**src/rtl/ikd_pkg.sv**
```systemverilog
package ikd_pkg;
  localparam int BYTE_W = 8;

  typedef logic [BYTE_W-1:0] kbyte_t;

  typedef enum logic {
    KEY_STD = 1'b0,
    KEY_VND = 1'b1
  } key_id_e;

  // Advance the key generator by one byte.
  function automatic kbyte_t key_advance(input kbyte_t v);
    return {v[0] ^ v[1], v[BYTE_W-1:1]};
  endfunction
endpackage

```
**src/rtl/ikd_port_decode.sv**
```systemverilog
module ikd_port_decode
  import ikd_pkg::*;
#(
  parameter int          ADDR_W    = 16,
  parameter int          DATA_W    = 16,
  parameter logic [15:0] PORT_ADDR = 16'h0279
) (
  input  logic              clk,
  input  logic              rst_n,
  input  logic              wr,
  input  logic [ADDR_W-1:0] addr,
  input  logic [DATA_W-1:0] data,
  input  logic              active,
  output logic              byte_vld,
  output kbyte_t            byte_val,
  output logic              zero_pair
);
  localparam logic [ADDR_W-1:0] PORT_A = ADDR_W'(PORT_ADDR);

  logic prev_zero_q;
  logic prev_zero_d;
  logic prev_zero_en;
  logic is_zero;

  always_comb begin
    byte_vld     = active && wr && (addr == PORT_A);
    byte_val     = data[BYTE_W-1:0];
    is_zero      = (byte_val == '0);
    zero_pair    = byte_vld && is_zero && prev_zero_q;
    prev_zero_en = byte_vld || !active;
    prev_zero_d  = active && is_zero && !zero_pair;
  end

  always_ff @(posedge clk or negedge rst_n) begin
    if (!rst_n) begin
      prev_zero_q <= 1'b0;
    end else if (prev_zero_en) begin
      prev_zero_q <= prev_zero_d;
    end
  end
endmodule

```
**src/rtl/ikd_tracker.sv**
```systemverilog
module ikd_tracker
  import ikd_pkg::*;
#(
  parameter int     KEY_LEN = 32,
  parameter kbyte_t SEED    = 8'h6A
) (
  input  logic   clk,
  input  logic   rst_n,
  input  logic   restart,
  input  logic   byte_vld,
  input  kbyte_t byte_val,
  output logic   hit
);
  localparam int           CW   = (KEY_LEN > 1) ? $clog2(KEY_LEN) : 1;
  localparam logic [CW-1:0] LAST = CW'(KEY_LEN - 1);

  logic [CW-1:0] cnt_q, cnt_d;
  kbyte_t        exp_q, exp_d;
  logic          upd_en;
  logic          match;
  logic          at_last;

  always_comb begin
    match   = (byte_val == exp_q);
    at_last = (cnt_q == LAST);
    hit     = byte_vld && !restart && match && at_last;
    upd_en  = restart || byte_vld;
    cnt_d   = cnt_q;
    exp_d   = exp_q;
    if (restart) begin
      cnt_d = '0;
      exp_d = SEED;
    end else if (match && at_last) begin
      cnt_d = '0;
      exp_d = SEED;
    end else if (match) begin
      cnt_d = cnt_q + 1'b1;
      exp_d = key_advance(exp_q);
    end else if (byte_val == SEED) begin
      cnt_d = CW'(1);
      exp_d = key_advance(SEED);
    end else begin
      cnt_d = '0;
      exp_d = SEED;
    end
  end

  always_ff @(posedge clk or negedge rst_n) begin
    if (!rst_n) begin
      cnt_q <= '0;
      exp_q <= SEED;
    end else if (upd_en) begin
      cnt_q <= cnt_d;
      exp_q <= exp_d;
    end
  end
endmodule

```
**src/rtl/ikd_grant.sv**
```systemverilog
module ikd_grant
  import ikd_pkg::*;
(
  input  logic       eeprom_good,
  input  logic       legacy_mode,
  input  logic [1:0] hit,
  output logic       grant,
  output key_id_e    grant_id
);
  logic allow_std;
  logic allow_vnd;

  always_comb begin
    allow_std = !legacy_mode && eeprom_good;
    allow_vnd = legacy_mode || !eeprom_good;
    grant     = 1'b0;
    grant_id  = KEY_STD;
    if (hit[KEY_VND] && allow_vnd) begin
      grant    = 1'b1;
      grant_id = KEY_VND;
    end else if (hit[KEY_STD] && allow_std) begin
      grant    = 1'b1;
      grant_id = KEY_STD;
    end
  end
endmodule

```
**src/rtl/init_key_detect.sv**
```systemverilog
module init_key_detect
  import ikd_pkg::*;
#(
  parameter int          KEY_LEN   = 32,
  parameter logic [15:0] PORT_ADDR = 16'h0279,
  parameter logic [7:0]  STD_SEED  = 8'h6A,
  parameter logic [7:0]  VND_SEED  = 8'h6B
) (
  input  logic        clk,
  input  logic        rst_n,
  input  logic        io_wr,
  input  logic [15:0] io_addr,
  input  logic [15:0] io_data,
  input  logic        eeprom_good,
  input  logic        legacy_mode,
  input  logic        wait_key,
  output logic        unlock,
  output logic        unlock_vendor
);
  localparam int NKEYS = 2;

  logic       byte_vld;
  kbyte_t     byte_val;
  logic       zero_pair;
  logic       restart;
  logic [NKEYS-1:0] hit;
  logic       grant;
  key_id_e    grant_id;

  logic unlock_q, unlock_d;
  logic vnd_q, vnd_d;

  ikd_port_decode #(
    .ADDR_W   (16),
    .DATA_W   (16),
    .PORT_ADDR(PORT_ADDR)
  ) u_dec (
    .clk      (clk),
    .rst_n    (rst_n),
    .wr       (io_wr),
    .addr     (io_addr),
    .data     (io_data),
    .active   (wait_key),
    .byte_vld (byte_vld),
    .byte_val (byte_val),
    .zero_pair(zero_pair)
  );

  assign restart = !wait_key || zero_pair;

  for (genvar g = 0; g < NKEYS; g++) begin : g_trk
    ikd_tracker #(
      .KEY_LEN(KEY_LEN),
      .SEED   ((g == int'(KEY_VND)) ? VND_SEED : STD_SEED)
    ) u_trk (
      .clk     (clk),
      .rst_n   (rst_n),
      .restart (restart),
      .byte_vld(byte_vld),
      .byte_val(byte_val),
      .hit     (hit[g])
    );
  end

  ikd_grant u_grant (
    .eeprom_good(eeprom_good),
    .legacy_mode(legacy_mode),
    .hit        (hit),
    .grant      (grant),
    .grant_id   (grant_id)
  );

  always_comb begin
    unlock_d = grant;
    vnd_d    = grant && (grant_id == KEY_VND);
  end

  always_ff @(posedge clk or negedge rst_n) begin
    if (!rst_n) begin
      unlock_q <= 1'b0;
      vnd_q    <= 1'b0;
    end else begin
      unlock_q <= unlock_d;
      vnd_q    <= vnd_d;
    end
  end

  assign unlock        = unlock_q;
  assign unlock_vendor = vnd_q;
endmodule

```
**config.mk**
```make
export PLATFORM = sky130hd
export DESIGN_NAME = init_key_detect
export DESIGN_NICKNAME = d
export VERILOG_FILES = /design/src/rtl/ikd_pkg.sv /design/src/rtl/ikd_port_decode.sv /design/src/rtl/ikd_tracker.sv /design/src/rtl/ikd_grant.sv /design/src/rtl/init_key_detect.sv
export SDC_FILE = /design/constraint.sdc
export NUM_CORES = 1
export LEC_CHECK = 0
export BUFFER_PORTS_ARGS = -buffer_cell sky130_fd_sc_hd__buf_2
export CAP_MARGIN = 30
export CORE_ASPECT_RATIO = 0.9
export CORE_MARGIN = 3
export CORE_UTILIZATION = 53
export CTS_CLUSTER_SIZE = 16
export DETAILED_ROUTE_END_ITERATION = 8
export PLACE_DENSITY = 0.79
export RECOVER_POWER = 50
export SLEW_MARGIN = 20
export SYNTH_ARGS = -nofsm -noshare
export SYNTH_HDL_FRONTEND = slang
export SYNTH_SLANG_ARGS = --single-unit
```
**constraint.sdc**
```tcl
create_clock -name clk -period 2.4 [get_ports clk]
set_input_delay 0.36 -clock clk [delete_from_list [all_inputs] [get_ports clk]]
set_output_delay 0.36 -clock clk [all_outputs]
set_load 0.05 [all_outputs]
```
Word level (Yosys, flattened, before mapping)
Index checks and enable logic that the tools add are counted.
- bits in latches: 0
- output and inout port bits: 2
- memory bits (writable): 0
- register bits after elaboration: 29
- ROM bits: 0
- memories kept: 0
- logic and storage cells: 64
- magnitude comparators: 0
- eq/ne operators: 7
- bitwise gates (word level): 2
- mux-type cells: 19
- div/mod/pow operators: 0
- $mul: 0
- $add $sub $neg: 2
- reduce and logical (&&, ||, !) cells: 27
- shifts and indexed selects: 0
- operator list (operator ; count):
    $mux W8 ; 7
    $mux W5 ; 6
    $logic_and A1 B1 Y1 ; 17
    $eq A16 B10 Y1 const B ; 1
    $eq A8 B7 Y1 const B ; 2
    $eq A8 B8 Y1 ; 2
    $add A5 B1 Y5 const B ; 2
    $eq A5 B5 Y1 const B ; 2
    $logic_not A8 Y1 ; 1
    $mux W7 ; 1
    $logic_not A1 Y1 ; 5
    $mux W1 ; 5
    $logic_or A1 B1 Y1 ; 4
    $xor A1 B1 Y1 ; 2

Logic depth before layout (Yosys ltp)
Gate-level depths: netlist of run 1.
- depth in word-level cells: 13
- mapped depth: 7
- gate-level depth less buffers: 6

Modules after synthesis
A second synthesis of run 1 with hierarchy kept.
- cells, all modules: 175
- area total of the unflattened synthesis: 1856.8 um^2
- by module, submodules not included (module ; times used ; area each (um^2) ; seq. area each (um^2) ; cells an instance):
    ikd_tracker (g_trk[0].u_trk) ; 1 ; 780.7 ; 330.3 ; 74
    ikd_tracker (g_trk[1].u_trk) ; 1 ; 768.2 ; 331.6 ; 72
    ikd_port_decode ; 1 ; 209.0 ; 25.0 ; 22
    init_key_detect ; 1 ; 62.6 ; 50.0 ; 4
    ikd_grant ; 1 ; 36.3 ; 0.0 ; 3

Worst setup path before layout of run 1
Ideal clock, no wire load.
- kind: input port to flip-flop
- start: in io_addr[10]
- end: reg g_trk[0].u_trk.exp_q[3]
- cell stages on the path: 7
- path buffers: 2
- setup slack: 0.131 ns
- data arrival time: 2.190 ns
- required time: 2.321 ns
- cell sequence: nor4b_2 nand3_2 or3_1 buf_6 or4_4 buf_6 o211a_1
- longest elaborated chain between the ends: 6
- elaborated cells between the ends (all ways): 7
- those cells by class: eq/ne: 1; mux: 1; reduce/logical: 5
- RTL lines (item ; line ; source):
    start: declaration ; init_key_detect.sv:12 ; input logic [15:0] io_addr,
    $eq A16 B10 Y1 * ; ikd_port_decode.sv:26 ; byte_vld = active && wr && (addr == PORT_A);
    $logic_and A1 B1 Y1 * ; ikd_port_decode.sv:26 ;
    $logic_and A1 B1 Y1 (2 in a row) ; ikd_port_decode.sv:29 ; zero_pair = byte_vld && is_zero && prev_zero_q;
    $logic_or A1 B1 Y1 ; init_key_detect.sv:49 ; assign restart = !wait_key || zero_pair;
    $mux W8 or $logic_or A1 B1 Y1 (tied branches) ; ikd_tracker.sv:30, ikd_tracker.sv:27 ;
    end signal: assignment ; ikd_tracker.sv:54 ; exp_q <= exp_d;
    end: declaration ; ikd_tracker.sv:18 ; kbyte_t exp_q, exp_d;
Mark *: on every way between the ends. The rest lies on a longest branch, timed or not.
A chain may end at the register's enable or synchronous reset.

Worst setup path after layout of run 1
- start: reg g_trk[1].u_trk.exp_q[5]
- end: reg g_trk[1].u_trk.exp_q[3]
- longest elaborated chain between the ends: 4
- elaborated cells between the ends (all ways): 5
- those cells by class: eq/ne: 1; mux: 3; reduce/logical: 1
- RTL lines (item ; line ; source):
    start: declaration ; ikd_tracker.sv:18 ;
    start signal: assignment ; ikd_tracker.sv:54 ;
    $eq A8 B8 Y1 * ; ikd_tracker.sv:24 ; match = (byte_val == exp_q);
    $mux W8 or $logic_and A1 B1 Y1 (tied branches) ; ikd_tracker.sv:36, ikd_tracker.sv:33 ;
    $mux W8 * ; ikd_tracker.sv:33 ; end else if (match && at_last) begin
    $mux W8 * ; ikd_tracker.sv:30 ; if (restart) begin
Marked as above.

==> results of run 1 <==
layout by cell type, fill, tap and decap left out, drive strengths merged, types with 2 or more instances in the layout:
cell type   n
xnor2       9
nand3       3
mux2        2
dfstp       9
o211ai      6
nor4        5
nand4       3
a211oi      2
dfrtp      20
nor3        4
or4         3
buf        33
nor2       10
and3        3
a21oi       3
nor4b       4
ha          4
nor3b       3
o31ai       2
o41ai       2
nand2      13
a211o       2
clkbuf     10
o21ai       5
a22o        4
xor2        9
o211a       3
nand4b      2
inv        12
path summary, 6_finish.rpt:
check | from | endpoint | slack, ps | depth (start not counted)
worst min register to register | g_trk[1].u_trk.exp_q[1] | g_trk[1].u_trk.exp_q[0] | 490 | 2
min in group asynchronous | rst_n | g_trk[1].u_trk.cnt_q[3] | 400 | 1
worst min-delay path | legacy_mode | unlock | 330 | 4
worst max-delay path | g_trk[1].u_trk.exp_q[5] | g_trk[1].u_trk.exp_q[3] | 180 | 5
worst max register to register | g_trk[1].u_trk.exp_q[5] | g_trk[1].u_trk.exp_q[3] | 180 | 5
max in group asynchronous | rst_n | g_trk[1].u_trk.cnt_q[4] | 1100 | 1
routing by layer:
metal	GRT usage, %	routed length (um)	vias up
li1	-	-	677
met1	25.91	1654	674
met2	36.36	1664	45
met3	4.934	225	8
met4	11.24	61	0
met5	0	0	-
power breakdown:
part	switching, mW	leakage [nW]	internal (mW)
registers	0.0000000203	0.374	0.489
logic	0.0419	0.471	0.0324
clock network	0.159	0.0265	0.117
total	0.201	0.871	0.638
cell families (layout without fill, tap and decap cells):
kind of cell,after synthesis,in the layout,synth area share (%)
and+or+nand+nor,61,61,22.46
AOI/OAI and AO/OA,33,33,14.97
DFF,29,29,43.66
xor gates and xnor gates,18,18,9.341
buffers and inverters,17,55,4.670
adders and majority gates,4,4,2.965
muxes,3,3,1.927
state kept, by name, indices dropped and copies added, names as in the netlist:
signal	flops
unlock_vendor	1
unlock	1
u_dec.prev_zero_q	1
g_trk.u_trk.exp_q	16
g_trk.u_trk.cnt_q	10
worst max-delay path: stages (launching register included):
cell	delay, ps
dfstp_2	570
xor2_1	70
nor4_1	480
nand2_1	310
nor3_2	520
a211oi_1	180
per-stage QoR:
| step | setup WS, ps | cell area (um^2) | hold slack, ps | total power [mW] | cells |
|---|---|---|---|---|---|
| 2_1_floorplan | 131.1 | 1688 | 64.41 | 0.5241 | 165 |
| 3_3_place_gp | 71.17 | 1889 | 403.0 | 0.5697 | 235 |
| 6_report | 178.4 | 1936 | 325.5 | 0.8389 | 243 |
| 4_1_cts | 221.7 | 1938 | 68.16 | 0.8451 | 243 |
| 3_5_place_dp | 44.89 | 1889 | 421.7 | 0.5728 | 235 |
| 5_1_grt | 51.61 | 1936 | 337.8 | 0.8756 | 243 |
area by class of cell:
| cell class | instances | area, um^2 |
|---|---|---|
| fill | 238 | 947.2 |
| multi-input combinational | 119 | 872.1 |
| sequential | 29 | 737.0 |
| timing repair buffer | 35 | 182.7 |
| tap | 40 | 50.05 |
| clock buffer | 8 | 48.80 |
| inverter | 12 | 45.04 |
==> out/qor.txt, run 1 <==
peak supply drop -> 0.0003616 V
Worst slew margin -> -2.472%
setup bufs post-CTS -> 0
clk sinks -> 29
post-route ant nets -> 0
Final period util -> 92.57%
final WL -> 3.605 mm
CP Data Arrival Time -> 2440 ps
CTS buffer count -> 5
CTS clk-pin slew, worst paths -> 90 ps
HPWL after DPL -> 2.734 mm
first-pass GRT wire length -> 6.279 mm
cell taking the most area after synthesis -> dfrtp_1
largest net degree at the start of global routing -> 30
# nets final -> 244
post-layout util -> 67.14%
final hold vios -> 0
status -> finished with violations
Setup Skew -> 12.79 ps
width of the die -> 65.49 um
Area growth, synth to finish -> 14.68%
CP Capture Type -> flip-flop
vias in the first global route -> 1431
Distinct cells, synth -> 48
ant diodes -> 0
GR Util All Layers -> 21.57%
Worst-Margin Slew -> 1537 ps
ys flop type -> dfrtp_1
GRT overflow -> 0
syn_area_per_cell -> 10.23 um^2
# resized after CTS -> 0
CP Launch Type -> flip-flop
Synth async-reset ratio -> 100.0%
DRT iter0 DRCs -> 30
pwr/cell area -> 433.4 mW/mm^2
Final Max Tran Viols -> 30
EDFF count, synth -> 0
CTS root buf -> clkbuf_4
Final min period -> 2222 ps
share of the synthesized area in the top cell type -> 29.65%
layout cell share with drive strength beyond 1 -> 28.57%
Synth Cell Area -> 0.001688 mm^2
Top Ports -> 40
CTS tree -> built
detailed-route DRC error count -> 0
Cells after Synth -> 165
Initial Util -> 58.55%
Longest Clk Path Bufs -> 2
WP data required -> 2620 ps
via/cell ratio -> 5.778
antenna violations before repair -> 0
Peak Freq -> 450.1 MHz
Setup CP Type -> reg -> reg
max-cap viol count -> 1
Rows -> 18
gpl congestion -> 0.7999
Vias -> 1404
I/O Buffers -> 31
Setup-failing EPs final -> 0
Total Die Area -> 0.003899 mm^2
# H-tree levels -> 2
syn_nets -> 207
Pleak -> 0.8714 nW
register area share after synthesis -> 43.66%
Post-Route Setup TNS -> 0 ps
top cells by area, synth -> dfrtp_1 (30%), dfstp_2 (14%), xnor2_1 (4.7%)
most common cell in the netlist -> dfrtp_1
yosys warns -> 0
core footprint -> 0.002883 mm^2
Skew-Pair Late Insertion Delay -> 330 ps
Hold WC Path Type -> in -> reg
unrepaired setup endpoints after global routing -> no
drt pass-1 iters -> 4
Die Height -> 59.54 um
WL/cell -> 14.84 um
Commonest cells post-synth -> dfrtp_1 (20), nand2_1 (13), inv_1 (12)
failing checks -> max-capacitance violations, max-slew violations
CP Max Fanout -> 9
cts hold-fix bufs -> 0
synthesis-stage register bit count -> 29
No activity file was read; power rests on OpenSTA's default activity.
==> run 2, diff against run 1 <==
REMOVE_ABC_BUFFERS = 1   (was not set)
==> out/qor.txt, run 2 (synthesis gave the netlist of run 1 again) <==
status -> finished with violations
failing checks -> max-capacitance violations
vias in the first global route -> 1485 (+3.8%)
I/O Buffers -> 31 (unchanged)
CP Data Arrival Time -> 2290 ps (-150 ps)
WL/cell -> 14.61 um (-1.5%)
final hold vios -> 0 (unchanged)
Skew-Pair Late Insertion Delay -> 330 ps (about the same)
# nets final -> 252 (+3.3%)
clk sinks -> 29 (unchanged)
CTS clk-pin slew, worst paths -> 80 ps (about the same)
Setup CP Type -> reg -> reg
Final min period -> 2027 ps (-194.7 ps)
most common cell after layout, fill and taps aside -> buf_2
Area growth, synth to finish -> 18.24%
Setup-failing EPs final -> 0 (unchanged)
first-pass GRT wire length -> 6.299 mm (+0.32%)
Worst slew margin -> 0.3063% (+2.8 points)
CP Launch Type -> flip-flop
setup bufs post-CTS -> 0 (unchanged)
final WL -> 3.668 mm (+1.7%)
gpl congestion -> 0.7916 (-1.0%)
antenna violations before repair -> 0 (unchanged)
placed insts -> 243 (+3.4%)
ant diodes -> 0 (unchanged)
unrepaired setup endpoints after global routing -> no
Worst-Margin Slew -> 1495 ps (-41.67 ps)
HPWL after DPL -> 2.871 mm (+5.0%)
CP Capture Type -> flip-flop
Post-Route Setup TNS -> 0 ps (unchanged)
Total Die Area -> 0.003899 mm^2 (unchanged)
layout cell share with drive strength beyond 1 -> 31.28% (+2.7 points)
# resized after CTS -> 0 (unchanged)
drt pass-1 iters -> 4 (unchanged)
CTS root buf -> clkbuf_4
Longest Clk Path Bufs -> 2 (unchanged)
core footprint -> 0.002883 mm^2 (unchanged)
CTS tree -> built
Pleak -> 0.9098 nW (+4.4%)
cts hold-fix bufs -> 0 (unchanged)
peak supply drop -> 0.0003837 V (+6.1%)
via/cell ratio -> 5.753 (-0.43%)
# H-tree levels -> 2 (unchanged)
width of the die -> 65.49 um (unchanged)
most frequent cells in the layout -> buf_2 (29), dfrtp_1 (20), nand2_1 (13)
largest net degree at the start of global routing -> 30 (unchanged)
CP Max Fanout -> 12 (+3)
post-route ant nets -> 0 (unchanged)
Reg with most FFs -> g_trk.u_trk.exp_q
Vias -> 1444 (+2.8%)
biggest regs -> g_trk.u_trk.exp_q: 16 flops, g_trk.u_trk.cnt_q: 10 flops
WP data required -> 2660 ps (+40 ps)
Die Height -> 59.54 um (unchanged)
GRT overflow -> 0 (unchanged)
DRT iter0 DRCs -> 63 (+110%)
Top Ports -> 40 (unchanged)
max FFs per register -> 16 (unchanged)
detailed-route DRC error count -> 0 (unchanged)
Final Max Tran Viols -> 0 (-100%)
Setup Skew -> 3.889 ps (-8.896 ps)
Rows -> 18 (unchanged)
GR Util All Layers -> 21.67% (+0.096 points)
final non-filler cell total -> 251 (+3.3%)
Hold WC Path Type -> in -> reg
max-cap viol count -> 1 (unchanged)
Peak Freq -> 493.4 MHz (+9.6%)
fillers -> 230 (-3.4%)
Final period util -> 84.45% (-8.1 points)
pwr/cell area -> 420.7 mW/mm^2 (-2.9%)
CTS buffer count -> 5 (unchanged)
Initial Util -> 58.55% (unchanged)
==> run 2: cell types whose count changed in the layout (fill, tap and decap cells not counted), sizes merged <==
cell | before | now
buf | 33 | 41
==> run 2: metal layers <==
metal  part of all wire (%)  vias to the layer above  GRT usage, %
li1                       -                      695             -
met1                     42                      682         24.85
met2                     47                       56         37.37
met3                    7.6                       11         5.313
met4                    2.7                        0         11.83
met5                      0                        -             0
==> run 2: path summary, 6_finish.rpt <==
kind | cells after the start | startpoint | slack, ps | end
worst max-delay path | 5 | g_trk[0].u_trk.cnt_q[0] | 370 | g_trk[0].u_trk.exp_q[3]
worst min-delay path | 2 | wait_key | 340 | u_dec.prev_zero_q
worst max register to register | 5 | g_trk[0].u_trk.cnt_q[0] | 370 | g_trk[0].u_trk.exp_q[3]
worst min register to register | 2 | g_trk[1].u_trk.exp_q[6] | 490 | g_trk[1].u_trk.exp_q[5]
max in group asynchronous | 1 | rst_n | 1150 | u_dec.prev_zero_q
min in group asynchronous | 1 | rst_n | 380 | g_trk[1].u_trk.cnt_q[2]
==> run 2: worst max-delay path: stages, from the launching register on <==
cell and delay, ps:
dfrtp_1 420, ha_1 240, and3_1 190, ha_1 240, or4_4 650, o211a_1 240
==> run 2: final cells by class <==
class	instances	area (um^2)	share of cell area [%]
Clock buffer	8	48.80	2.445
Multi-Input combinational cell	119	872.1	43.70
Timing Repair Buffer	43	242.7	12.16
Tap cell	40	50.05	2.508
Inverter	12	45.04	2.257
Sequential cell	29	737.0	36.93
==> run 2: power breakdown <==
part           switching [mW]  total (mW)  internal, mW
sequential       0.0000000204       0.489         0.489
clock                   0.155       0.272         0.116
combinational          0.0423      0.0789        0.0366
==> run 2: per-stage QoR <==
| stage | instance area, um^2 | setup WS, ps | power, mW | util, % | hold WS (ps) |
|---|---|---|---|---|---|
| floorplan | 1654 | 117.9 | 0.5236 | - | 64.41 |
| global route | 1996 | 256.3 | 0.8819 | 69.23 | 320.3 |
| CTS | 1998 | 370.4 | 0.8523 | 69.31 | 54.55 |
| global placement | 1949 | 64.52 | 0.5744 | 67.62 | 399.5 |
| finish | 1996 | 373.1 | 0.8395 | 69.23 | 335.9 |
| detailed placement | 1949 | 24.71 | 0.5777 | 67.62 | 415.8 |
==> run 3, diff against run 2 <==
clock period = 2.1 ns   (was 2.4 ns; I/O delays follow)
==> out/qor.txt, run 3 (synthesis gave the netlist of run 1 again) <==
Vias -> 1463 (+1.3%)
Hold Startpoint -> legacy_mode
via/cell ratio -> 5.671 (-1.4%)
M1 WL -> 1.673 mm (+7.9%)
most frequent cells in the layout -> buf_2 (30), dfrtp_1 (20), buf_4 (19)
Final Max Tran Viols -> 30 (+30)
setup bufs post-CTS -> 0 (unchanged)
dpl cell area -> 0.002002 mm^2 (+2.7%)
design area -> 0.002077 mm^2 (+4.1%)
max FFs per register -> 16 (unchanged)
pwr/cell area -> 505.5 mW/mm^2 (+20%)
DRT iter0 DRCs -> 73 (+16%)
Area growth, synth to finish -> 23.05%
I/O Buffers -> 31 (unchanged)
CP Capture Type -> flip-flop
Worst-Margin Slew -> 1532 ps (+36.86 ps)
unrepaired setup endpoints after global routing -> no
first-pass GRT wire length -> 6.789 mm (+7.8%)
layout cell share with drive strength beyond 1 -> 35.78% (+4.5 points)
max-cap viol count -> 1 (unchanged)
GRT overflow -> 0 (unchanged)
CTS root buf -> clkbuf_4
gpl congestion -> 0.8513 (+7.5%)
overall power -> 1.050 mW (+25%)
Peak Freq -> 498.0 MHz
GR Util All Layers -> 23.22% (+1.5 points)
Longest Clk Path Bufs -> 2 (unchanged)
core footprint -> 0.002883 mm^2 (unchanged)
Die Height -> 59.54 um (unchanged)
Setup-failing EPs final -> 0 (unchanged)
CTS buffer count -> 5 (unchanged)
Setup Skew -> 8.381 ps (+4.492 ps)
antenna violations before repair -> 0 (unchanged)
ant diodes -> 0 (unchanged)
Hold WC Path Type -> in -> reg
Worst Slack Setup Final -> 92.16 ps (-281.0 ps)
final hold vios -> 0 (unchanged)
crit path max-delay cell type -> or4_1
Worst Setup SP -> io_data[1]
CTS clk-pin slew, worst paths -> 100 ps (+20 ps)
placed insts -> 250 (+2.9%)
reg2reg start -> u_dec.prev_zero_q
Pleak -> 0.9638 nW (+5.9%)
final WL -> 3.860 mm (+5.2%)
Final min period -> 2008 ps
Worst slew margin -> -2.151% (-2.5 points)
clk sinks -> 29 (unchanged)
peak supply drop -> 0.0004228 V (+10%)
drt pass-1 iters -> 4 (unchanged)
# H-tree levels -> 2 (unchanged)
CTS tree -> built
failing checks -> max-capacitance violations, max-slew violations
final non-filler cell total -> 258 (+2.8%)
post-route ant nets -> 0 (unchanged)
Reg with most FFs -> g_trk.u_trk.exp_q
largest stage delay on the critical path -> 590 ps (-60 ps)
Top Ports -> 40 (unchanged)
Post-Route Setup TNS -> 0 ps (unchanged)
CP Data Arrival Time -> 2220 ps (-70 ps)
HPWL after DPL -> 2.958 mm (+3.0%)
width of the die -> 65.49 um (unchanged)
largest net degree at the start of global routing -> 30 (unchanged)
CP Max Fanout -> 9 (-3)
cts hold-fix bufs -> 0 (unchanged)
Final period util -> 95.61%
most common cell after layout, fill and taps aside -> buf_2
Total Die Area -> 0.003899 mm^2 (unchanged)
CP Cell Sequence -> buf_2 > or4_1 > o31ai_1 > or3_1 > buf_4 > nor3_2 > buf_4 > a211o_1
vias in the first global route -> 1542 (+3.8%)
Setup CP Type -> in -> reg
max layer used -> met4
Crit path top cell by count -> buf_4
Skew-Pair Late Insertion Delay -> 330 ps (about the same)
status -> finished with violations
fillers -> 250 (+8.7%)
biggest regs -> g_trk.u_trk.exp_q: 16 flops, g_trk.u_trk.cnt_q: 10 flops
WP data required -> 2320 ps (-340 ps)
detailed-route DRC error count -> 0 (unchanged)
# nets final -> 259 (+2.8%)
Initial Util -> 58.55% (unchanged)
Routed met2 length -> 1.847 mm (+6.3%)
Rows -> 18 (unchanged)
WL/cell -> 14.96 um (+2.4%)
CP Launch Type -> input pin
worst slack at placement -> -238.1 ps (-262.8 ps)
met3 routed WL -> 258 um (-7.2%)
-- run 3: cell count changes in the layout (fill, tap and decap cells not counted), sizes merged --
cell / change
buf: +8
clkbuf: -2
clkinv: +1
-- run 3: critical path, delay by kind of cell --
| family | cells | cell delay [ps] |
|---|---|---|
| and+or+nand+nor | 3 | 840 |
| AOI/OAI and AO/OA | 2 | 600 |
| buffers and inverters | 3 | 460 |
-- run 3: area by class of cell --
cell class	instances	area, um^2	area share [%]
Clock buffer	7	65.06	3.133
Clock inverter	1	5.005	0.2410
Inverter	12	45.04	2.169
Multi-Input combinational cell	119	878.3	42.29
Sequential cell	29	737.0	35.48
Tap cell	40	50.05	2.410
Timing Repair Buffer	50	296.5	14.28
-- run 3: stage by stage --
step | hold slack (ps) | util (%)
after global routing | 282.7 | 72.05
after floorplan | 19.41 | -
after CTS | 9.642 | 71.88
final | 285.5 | 72.05
after detailed placement | 371.0 | 69.44
after global placement | 359.1 | 69.44
-- run 3: worst paths after layout --
path / depth (start not counted) / to / slack (ps)
max in group asynchronous: 1 / g_trk[0].u_trk.exp_q[0] / 860
worst max register to register: 5 / g_trk[0].u_trk.exp_q[0] / 160
worst min-delay path: 4 / unlock / 290
worst min register to register: 2 / g_trk[0].u_trk.cnt_q[4] / 500
worst max-delay path: 8 / g_trk[1].u_trk.exp_q[2] / 90
min in group asynchronous: 1 / g_trk[1].u_trk.cnt_q[3] / 350
-- run 3: what timing repair did --
| action | CTS | global route |
|---|---|---|
| resized for setup | 0 | 1 |
| hold endpoints to repair | 0 | 0 |
| setup endpoints to repair | 0 | 13 |
-- run 3: where the power goes --
group,internal [mW],switching [mW],leakage [nW]
Clock,0.194,0.196,0.0413
Sequential,0.559,0.0000000241,0.374
Combinational,0.0493,0.0519,0.548
Total,0.802,0.248,0.964
-- run 3: per-layer routing --
layer | vias to the layer above | GRT usage, %
met2 | 48 | 39.97
li1 | 715 | -
met5 | - | 0
met3 | 9 | 6.262
met1 | 691 | 27.52
met4 | 0 | 9.763
